==> src/rtl/bsr_pkg.sv <==
package bsr_pkg;

    typedef enum logic [2:0] {
        INS_BYPASS   = 3'd0,
        INS_EXTEST   = 3'd1,
        INS_SAMPLE   = 3'd2,
        INS_HIGHZ    = 3'd3,
        INS_CLAMP    = 3'd4,
        INS_READ     = 3'd5,
        INS_SELFTEST = 3'd6,
        INS_TOGGLE   = 3'd7
    } bsr_instr_e;

    // Control derived from the instruction code
    typedef struct packed {
        logic bsr_sel;     // chain is in the scan path
        logic test_drive;  // hold stages feed core and pins
        logic out_hiz;     // all outputs forced off
        logic cap_pins;    // capture pins and core outputs
        logic cap_hold;    // capture keeps current content
        logic cap_inv;     // capture inverts hold stage
        logic toggle;      // output cells flip in run/idle
    } bsr_mode_t;

    // Next-state record of one cell
    typedef struct packed {
        logic stage;
        logic latch;
    } cell_state_t;

endpackage

==> src/rtl/bsr_mode_decode.sv <==
module bsr_mode_decode
    import bsr_pkg::*;
(
    input  logic [2:0] instr,
    output bsr_mode_t  mode
);

    always_comb begin
        mode = '0;
        case (bsr_instr_e'(instr))
            INS_EXTEST: begin
                mode.bsr_sel    = 1'b1;
                mode.test_drive = 1'b1;
                mode.cap_pins   = 1'b1;
            end
            INS_SAMPLE: begin
                mode.bsr_sel  = 1'b1;
                mode.cap_pins = 1'b1;
            end
            INS_HIGHZ: begin
                mode.out_hiz = 1'b1;
            end
            INS_CLAMP: begin
                mode.test_drive = 1'b1;
            end
            INS_READ: begin
                mode.bsr_sel  = 1'b1;
                mode.cap_hold = 1'b1;
            end
            INS_SELFTEST: begin
                mode.bsr_sel = 1'b1;
                mode.cap_inv = 1'b1;
            end
            INS_TOGGLE: begin
                mode.test_drive = 1'b1;
                mode.toggle     = 1'b1;
            end
            default: begin
                mode = '0;
            end
        endcase
    end

endmodule

==> src/rtl/bsr_cell.sv <==
module bsr_cell
    import bsr_pkg::*;
#(
    parameter bit CAN_TOGGLE = 1'b0
) (
    input  logic tck,
    input  logic rst_n,
    input  logic load_en,
    input  logic load_val,
    input  logic cap_en,
    input  logic cap_val,
    input  logic shift_en,
    input  logic shift_in,
    input  logic tog_en,
    input  logic upd_en,
    output logic stage_q,
    output logic latch_q
);

    cell_state_t st_d;

    always_comb begin
        st_d.stage = stage_q;
        if (load_en) begin
            st_d.stage = load_val;
        end else if (cap_en) begin
            st_d.stage = cap_val;
        end else if (shift_en) begin
            st_d.stage = shift_in;
        end else if (tog_en && CAN_TOGGLE) begin
            st_d.stage = ~stage_q;
        end
        st_d.latch = upd_en ? stage_q : latch_q;
    end

    always_ff @(posedge tck or negedge rst_n) begin
        if (!rst_n) begin
            stage_q <= 1'b0;
        end else begin
            stage_q <= st_d.stage;
        end
    end

    always_ff @(negedge tck or negedge rst_n) begin
        if (!rst_n) begin
            latch_q <= 1'b0;
        end else begin
            latch_q <= st_d.latch;
        end
    end

endmodule

==> src/rtl/bsr_pin_mux.sv <==
module bsr_pin_mux
    import bsr_pkg::*;
#(
    parameter int N_GRP = 2,
    parameter int GRP_W = 4,
    localparam int N_DATA  = N_GRP * GRP_W,
    localparam int N_CELLS = N_GRP + 2 * N_DATA
) (
    input  bsr_mode_t           mode,
    input  logic [N_CELLS-1:0]  latch,
    input  logic [N_GRP-1:0]    oe_n_in,
    input  logic [N_DATA-1:0]   a_in,
    output logic [N_DATA-1:0]   core_a,
    output logic [N_DATA-1:0]   y_out,
    output logic [N_DATA-1:0]   y_en
);

    logic [N_GRP-1:0]  oe_lat;
    logic [N_DATA-1:0] a_lat;
    logic [N_DATA-1:0] y_lat;
    logic [N_GRP-1:0]  oe_src;

    assign oe_lat = latch[N_CELLS-1 -: N_GRP];
    assign a_lat  = latch[2*N_DATA-1 -: N_DATA];
    assign y_lat  = latch[N_DATA-1:0];

    assign core_a = mode.test_drive ? a_lat  : a_in;
    assign oe_src = mode.test_drive ? oe_lat : oe_n_in;

    for (genvar k = 0; k < N_DATA; k++) begin : g_chan
        localparam int GRP_IDX = k / GRP_W;
        assign y_out[k] = mode.test_drive ? y_lat[k] : core_a[k];
        assign y_en[k]  = !mode.out_hiz && !oe_src[GRP_IDX];
    end

endmodule

==> src/rtl/boundary_chain.sv <==
module boundary_chain
    import bsr_pkg::*;
#(
    parameter int N_GRP = 2,
    parameter int GRP_W = 4
) (
    input  logic                           tck,
    input  logic                           rst_n,
    input  logic [2:0]                     instr,
    input  logic                           capture_en,
    input  logic                           shift_en,
    input  logic                           update_en,
    input  logic                           run_idle,
    input  logic                           tdi,
    input  logic                           pload_en,
    input  logic [N_GRP+2*N_GRP*GRP_W-1:0] pload_data,
    input  logic [N_GRP-1:0]               oe_n_in,
    input  logic [N_GRP*GRP_W-1:0]         a_in,
    output logic [N_GRP*GRP_W-1:0]         y_out,
    output logic [N_GRP*GRP_W-1:0]         y_en,
    output logic [N_GRP+2*N_GRP*GRP_W-1:0] cell_q,
    output logic                           tdo_bsr
);

    localparam int N_DATA  = N_GRP * GRP_W;
    localparam int N_IN    = N_GRP + N_DATA;
    localparam int N_CELLS = N_IN + N_DATA;

    bsr_mode_t          mode;
    logic [N_CELLS-1:0] stage_q;
    logic [N_CELLS-1:0] latch_q;
    logic [N_CELLS-1:0] cap_val_d;
    logic [N_CELLS:0]   chain;
    logic [N_DATA-1:0]  core_a;
    logic [N_IN-1:0]    pin_vec;
    logic               scan_go;
    logic               tog_go;

    bsr_mode_decode u_dec (
        .instr (instr),
        .mode  (mode)
    );

    bsr_pin_mux #(
        .N_GRP (N_GRP),
        .GRP_W (GRP_W)
    ) u_mux (
        .mode    (mode),
        .latch   (latch_q),
        .oe_n_in (oe_n_in),
        .a_in    (a_in),
        .core_a  (core_a),
        .y_out   (y_out),
        .y_en    (y_en)
    );

    assign pin_vec = {oe_n_in, a_in};
    assign chain   = {tdi, stage_q};
    assign scan_go = shift_en && mode.bsr_sel;
    assign tog_go  = run_idle && mode.toggle;

    // Capture source per cell: inverted hold, own value, or pin/core value
    always_comb begin
        for (int i = 0; i < N_DATA; i++) begin
            if (mode.cap_inv)       cap_val_d[i] = ~latch_q[i];
            else if (mode.cap_hold) cap_val_d[i] = stage_q[i];
            else                    cap_val_d[i] = core_a[i];
        end
        for (int j = 0; j < N_IN; j++) begin
            if (mode.cap_inv)       cap_val_d[N_DATA+j] = ~latch_q[N_DATA+j];
            else if (mode.cap_hold) cap_val_d[N_DATA+j] = stage_q[N_DATA+j];
            else                    cap_val_d[N_DATA+j] = pin_vec[j];
        end
    end

    for (genvar i = 0; i < N_CELLS; i++) begin : g_cell
        localparam bit IS_OUT = (i < N_DATA);
        logic upd_cell;
        assign upd_cell = pload_en || (update_en && mode.bsr_sel) || (IS_OUT && tog_go);
        bsr_cell #(
            .CAN_TOGGLE (IS_OUT)
        ) u_cell (
            .tck      (tck),
            .rst_n    (rst_n),
            .load_en  (pload_en),
            .load_val (pload_data[i]),
            .cap_en   (capture_en && mode.bsr_sel),
            .cap_val  (cap_val_d[i]),
            .shift_en (scan_go),
            .shift_in (chain[i+1]),
            .tog_en   (tog_go),
            .upd_en   (upd_cell),
            .stage_q  (stage_q[i]),
            .latch_q  (latch_q[i])
        );
    end

    assign cell_q  = stage_q;
    assign tdo_bsr = stage_q[0];

    // ---------------- assertions ----------------
    p_scan_step_r1: assert property (@(posedge tck) disable iff (!rst_n)
        (shift_en && !capture_en && !pload_en &&
         (instr == 3'd1 || instr == 3'd2 || instr == 3'd5 || instr == 3'd6))
        |=> cell_q == {$past(tdi), $past(cell_q[N_CELLS-1:1])});

    p_normal_buffer_r3: assert property (@(posedge tck) disable iff (!rst_n)
        (instr == 3'd0 || instr == 3'd2 || instr == 3'd5 || instr == 3'd6)
        |-> (y_out == a_in) &&
            (y_en == {{GRP_W{~oe_n_in[1]}}, {GRP_W{~oe_n_in[0]}}}));

    p_selftest_inverts_r6: assert property (@(posedge tck) disable iff (!rst_n)
        (capture_en && !pload_en && instr == 3'd6)
        |=> cell_q == ~$past(latch_q));

    p_read_keeps_r7: assert property (@(posedge tck) disable iff (!rst_n)
        (capture_en && !pload_en && instr == 3'd5)
        |=> cell_q == $past(cell_q));

    p_outputs_off_r8: assert property (@(posedge tck) disable iff (!rst_n)
        (instr == 3'd3) |-> (y_en == '0));

    p_nonscan_quiet_r9: assert property (@(posedge tck) disable iff (!rst_n)
        (!pload_en && (instr == 3'd0 || instr == 3'd3 || instr == 3'd4))
        |=> $stable(cell_q));

    p_toggle_flip_r10: assert property (@(posedge tck) disable iff (!rst_n)
        (run_idle && instr == 3'd7 && !pload_en)
        |=> (cell_q[N_DATA-1:0] == ~$past(cell_q[N_DATA-1:0])) &&
            (cell_q[N_CELLS-1:N_DATA] == $past(cell_q[N_CELLS-1:N_DATA])));

    p_parallel_load_r12: assert property (@(posedge tck) disable iff (!rst_n)
        pload_en |=> cell_q == $past(pload_data));

endmodule

==> config.mk <==
export PLATFORM = sky130hd
export DESIGN_NAME = boundary_chain
export DESIGN_NICKNAME = d
export VERILOG_FILES = /design/src/rtl/bsr_pkg.sv /design/src/rtl/bsr_mode_decode.sv /design/src/rtl/bsr_cell.sv /design/src/rtl/bsr_pin_mux.sv /design/src/rtl/boundary_chain.sv
export SDC_FILE = /design/constraint.sdc
export NUM_CORES = 1
export LEC_CHECK = 0
export BUFFER_PORTS_ARGS = -buffer_cell sky130_fd_sc_hd__buf_2
export CAP_MARGIN = 15
export CORE_MARGIN = 2
export CORE_UTILIZATION = 30
export DETAILED_ROUTE_END_ITERATION = 6
export GPL_TIMING_DRIVEN = 0
export PLACE_DENSITY_LB_ADDON = 0.2
export SLEW_MARGIN = 20
export SYNTH_ARGS = -nofsm -noshare
export SYNTH_HDL_FRONTEND = slang
export SYNTH_SLANG_ARGS = --single-unit
==> constraint.sdc <==
create_clock -name tck -period 2.2 [get_ports tck]
set_input_delay 0.22 -clock tck [delete_from_list [all_inputs] [get_ports tck]]
set_output_delay 0.22 -clock tck [all_outputs]
set_load 0.02 [all_outputs]
==> flow_summary.json <==
{
  "outcome": "finished with violations",
  "violations": "setup timing",
  "synth_nets": 392,
  "synthesis.area_um2": 3070,
  "drt_iter0_markers": 201,
  "max-cap-violations": 0,
  "layout_setup_ws_ns": -0.714,
  "antenna_found_initial": 0,
  "p_int_mw": 1.73,
  "power_density_nw_per_um2": 648,
  "p_switching_mw": 0.991,
  "cts_tree": "yes",
  "irDropWorstVdd_mv": 0.232,
  "switching_share_pct": 36.5,
  "avgSynthCellArea_um2": 8.69,
  "synth_cells": 353,
  "viasPerCell": 5.40,
  "overflow": 0,
  "top_layer": "met4",
  "dp_slack_ns": -0.451,
  "async_flop_share_pct": 100,
  "slew-limit-headroom_pct": 42.1,
  "cts_buffer_depth": 2,
  "wl_met3_um": 556,
  "cts-hold-fix-buffers": 0,
  "yosysWarnings": 0,
  "wire_per_inst_um": 17.8,
  "path_max_fanout": 4,
  "coreArea_um2": 9860,
  "p_seq_share_pct": 34.8,
  "synthFlopType": "dfrtp_1",
  "clock_skew_ns": 0.0107,
  "critPathKind": "reg2out",
  "finalSetupViolations": 40,
  "grt_pass1_vias": 3043,
  "synth_seq_cells": 36,
  "hold_ws_ns": 0.0433,
  "track_usage_pct": 18.8,
  "ys_types": 32,
  "fin_util_pct": 42.5,
  "ant_nets": 0,
  "fp.dieW_um": 105,
  "cts_num_sinks": 36,
  "cts-root-buf": "clkbuf_8",
  "drtPass1Iterations": 5,
  "antenna_cells": 0,
  "crit_required_ns": 1.98,
  "rsz0062_at_grt": "yes",
  "die-area_um2": 11100,
  "place_hpwl_mm": 7.24,
  "area_growth_syn_to_layout_pct": 36.6,
  "hold_violations": 0,
  "drive_above_1_share_pct": 42.4,
  "clkSlewWorstSetupHoldPaths_ns": 0.07,
  "nNetsFinal": 485,
  "power_leakage_nw": 1.90,
  "gp_congestion": 0.882,
  "slew_viol_final": 0,
  "cp.arrival_ns": 2.69,
  "vias": 3129,
  "ioPinCount": 74,
  "clkLatencyLatePin_ns": 0.29,
  "die_y_um": 105,
  "drc": 0,
  "yosysSeqAreaShare_pct": 29.4,
  "numCtsBuffers": 5,
  "start_util_pct": 31.1,
  "cts-htree-levels": 2,
  "routed_wl_mm": 10.3,
  "crit_path_start_kind": "flip-flop",
  "tightest_slew_ns": 0.869,
  "grt_start_max_net_pins": 37,
  "p_comb_share_pct": 46.1,
  "end_kind": "output pin",
  "min_path_type": "in2async",
  "grt_pass1_wl_mm": 16.5,
  "fin_total_pwr_mw": 2.72,
  "clkPwrFrac_pct": 19.1,
  "wl_met2_mm": 4.76,
  "drt-met1-wl_mm": 4.84,
  "fp-row-count": 36,
  "synth_edf_count": 0,
  "port-buffer-count": 70
}
[flip-flops by register name, summed over array words and instances, names as in the netlist]
| register | cells |
|---|---|
| g_cell.u_cell.latch_q | 18 |
| g_cell.u_cell.stage_q | 18 |
[metrics by stage]
step | setup TNS (ns) | instance area (um2) | std cells
2_1_floorplan | -7.10 | 3150 | 353
3_3_place_gp | -11.77 | 3670 | 556
3_5_place_dp | -12.21 | 3670 | 556
4_1_cts | -8.37 | 4110 | 575
5_1_grt | -10.49 | 4190 | 579
6_report | -8.40 | 4190 | 579
[routing by layer]
metal | vias up | GRT usage (%)
li1 | 1468 | -
met4 | 0 | 5.14
met5 | - | 0
met1 | 1530 | 26.3
met3 | 15 | 3.56
met2 | 116 | 29.4
[cell usage after synthesis, drive strengths merged (2+ instances only)]
cell | count | area [um2]
buf | 49 | 355
a21oi | 32 | 160
mux2 | 29 | 327
nor2 | 26 | 97.6
mux2i | 20 | 200
nand2 | 20 | 75.1
dfrtn | 18 | 450
dfrtp | 18 | 450
nor3 | 16 | 80.1
a211oi | 14 | 105
clkbuf | 14 | 52.6
nand2b | 13 | 81.3
a311oi | 10 | 87.6
inv | 10 | 37.5
o21ai | 10 | 50.1
o221ai | 10 | 87.6
o32a | 10 | 100
a31oi | 8 | 50.1
o31ai | 8 | 60.1
o41ai | 8 | 70.1
nor2b | 2 | 12.5
[worst max-delay path, stage by stage, from the launching register on]
cell and delay, ns:
dfrtn_1 0.46, mux2i_1 0.09, mux2_4 0.26, nand2_2 0.08, o221ai_4 0.13, buf_6 0.16
buf_6 0.12
[logic make-up (layout without fill, tap and decap cells)]
logic type	after synthesis	in the layout	share of synthesized area (%)
simple gates	81	81	12.3
buf+inv	73	166	14.5
flops	36	36	29.4
xor+xnor	2	2	1.06
compound gates	112	112	25.6
mux	49	49	17.2
[cells in the final DEF (no fill, tap or decap), types with 8 or more instances in the layout]
master    count
a21oi_1      29
o21ai_0      10
a311oi_1      8
dfrtn_1      18
buf_2        67
a31oi_1       8
buf_4        34
mux2i_1      20
nand2_1      18
nor2_1       26
o41ai_1       8
o31ai_1       8
mux2_4       27
dfrtp_1      18
o32a_1       10
buf_6        27
nor3_1       16
inv_1         9
clkbuf_1     14
nand2b_1     13
a211oi_1     11
[power groups by stage]
stage	Sequential (mW)	Clock [mW]	Combinational (mW)
finish	0.946	0.519	1.25
global route	0.966	0.557	1.34
CTS	0.942	0.528	1.21
detailed placement	0.958	0	0.998
global placement	0.957	0	0.989
floorplan	0.903	0	0.741
[layout make-up]
type | instances | area [um2]
buffer | 63 | 468
clock buffer | 7 | 96.3
fill | 977 | 5670
inverter | 10 | 37.5
multi-input combinational | 244 | 1930
sequential | 36 | 901
tap | 133 | 166
timing repair buffer | 86 | 588
[worst paths after layout]
check | startpoint | end | slack [ns] | cells past startpoint
worst max-delay path | g_cell[17].u_cell.latch_q | y_en[7] | -0.71 | 6
worst min-delay path | rst_n | g_cell[6].u_cell.stage_q | 0.04 | 1
worst max register to register | g_cell[8].u_cell.latch_q | g_cell[8].u_cell.stage_q | -0.12 | 4
worst min register to register | g_cell[17].u_cell.latch_q | g_cell[17].u_cell.latch_q | 0.53 | 1
max in group asynchronous | rst_n | g_cell[11].u_cell.latch_q | 0.60 | 1
min in group tck | pload_data[11] | g_cell[11].u_cell.stage_q | 0.28 | 4
[what timing repair did]
item | 4_1_cts | 5_1_grt
setup buffers | 11 | 4
gates resized for setup | 72 | 10
setup endpoints to repair | 48 | 52
cloned | 1 | 0
pin swaps | 43 | 10
Power figures use the tool's default switching activity.
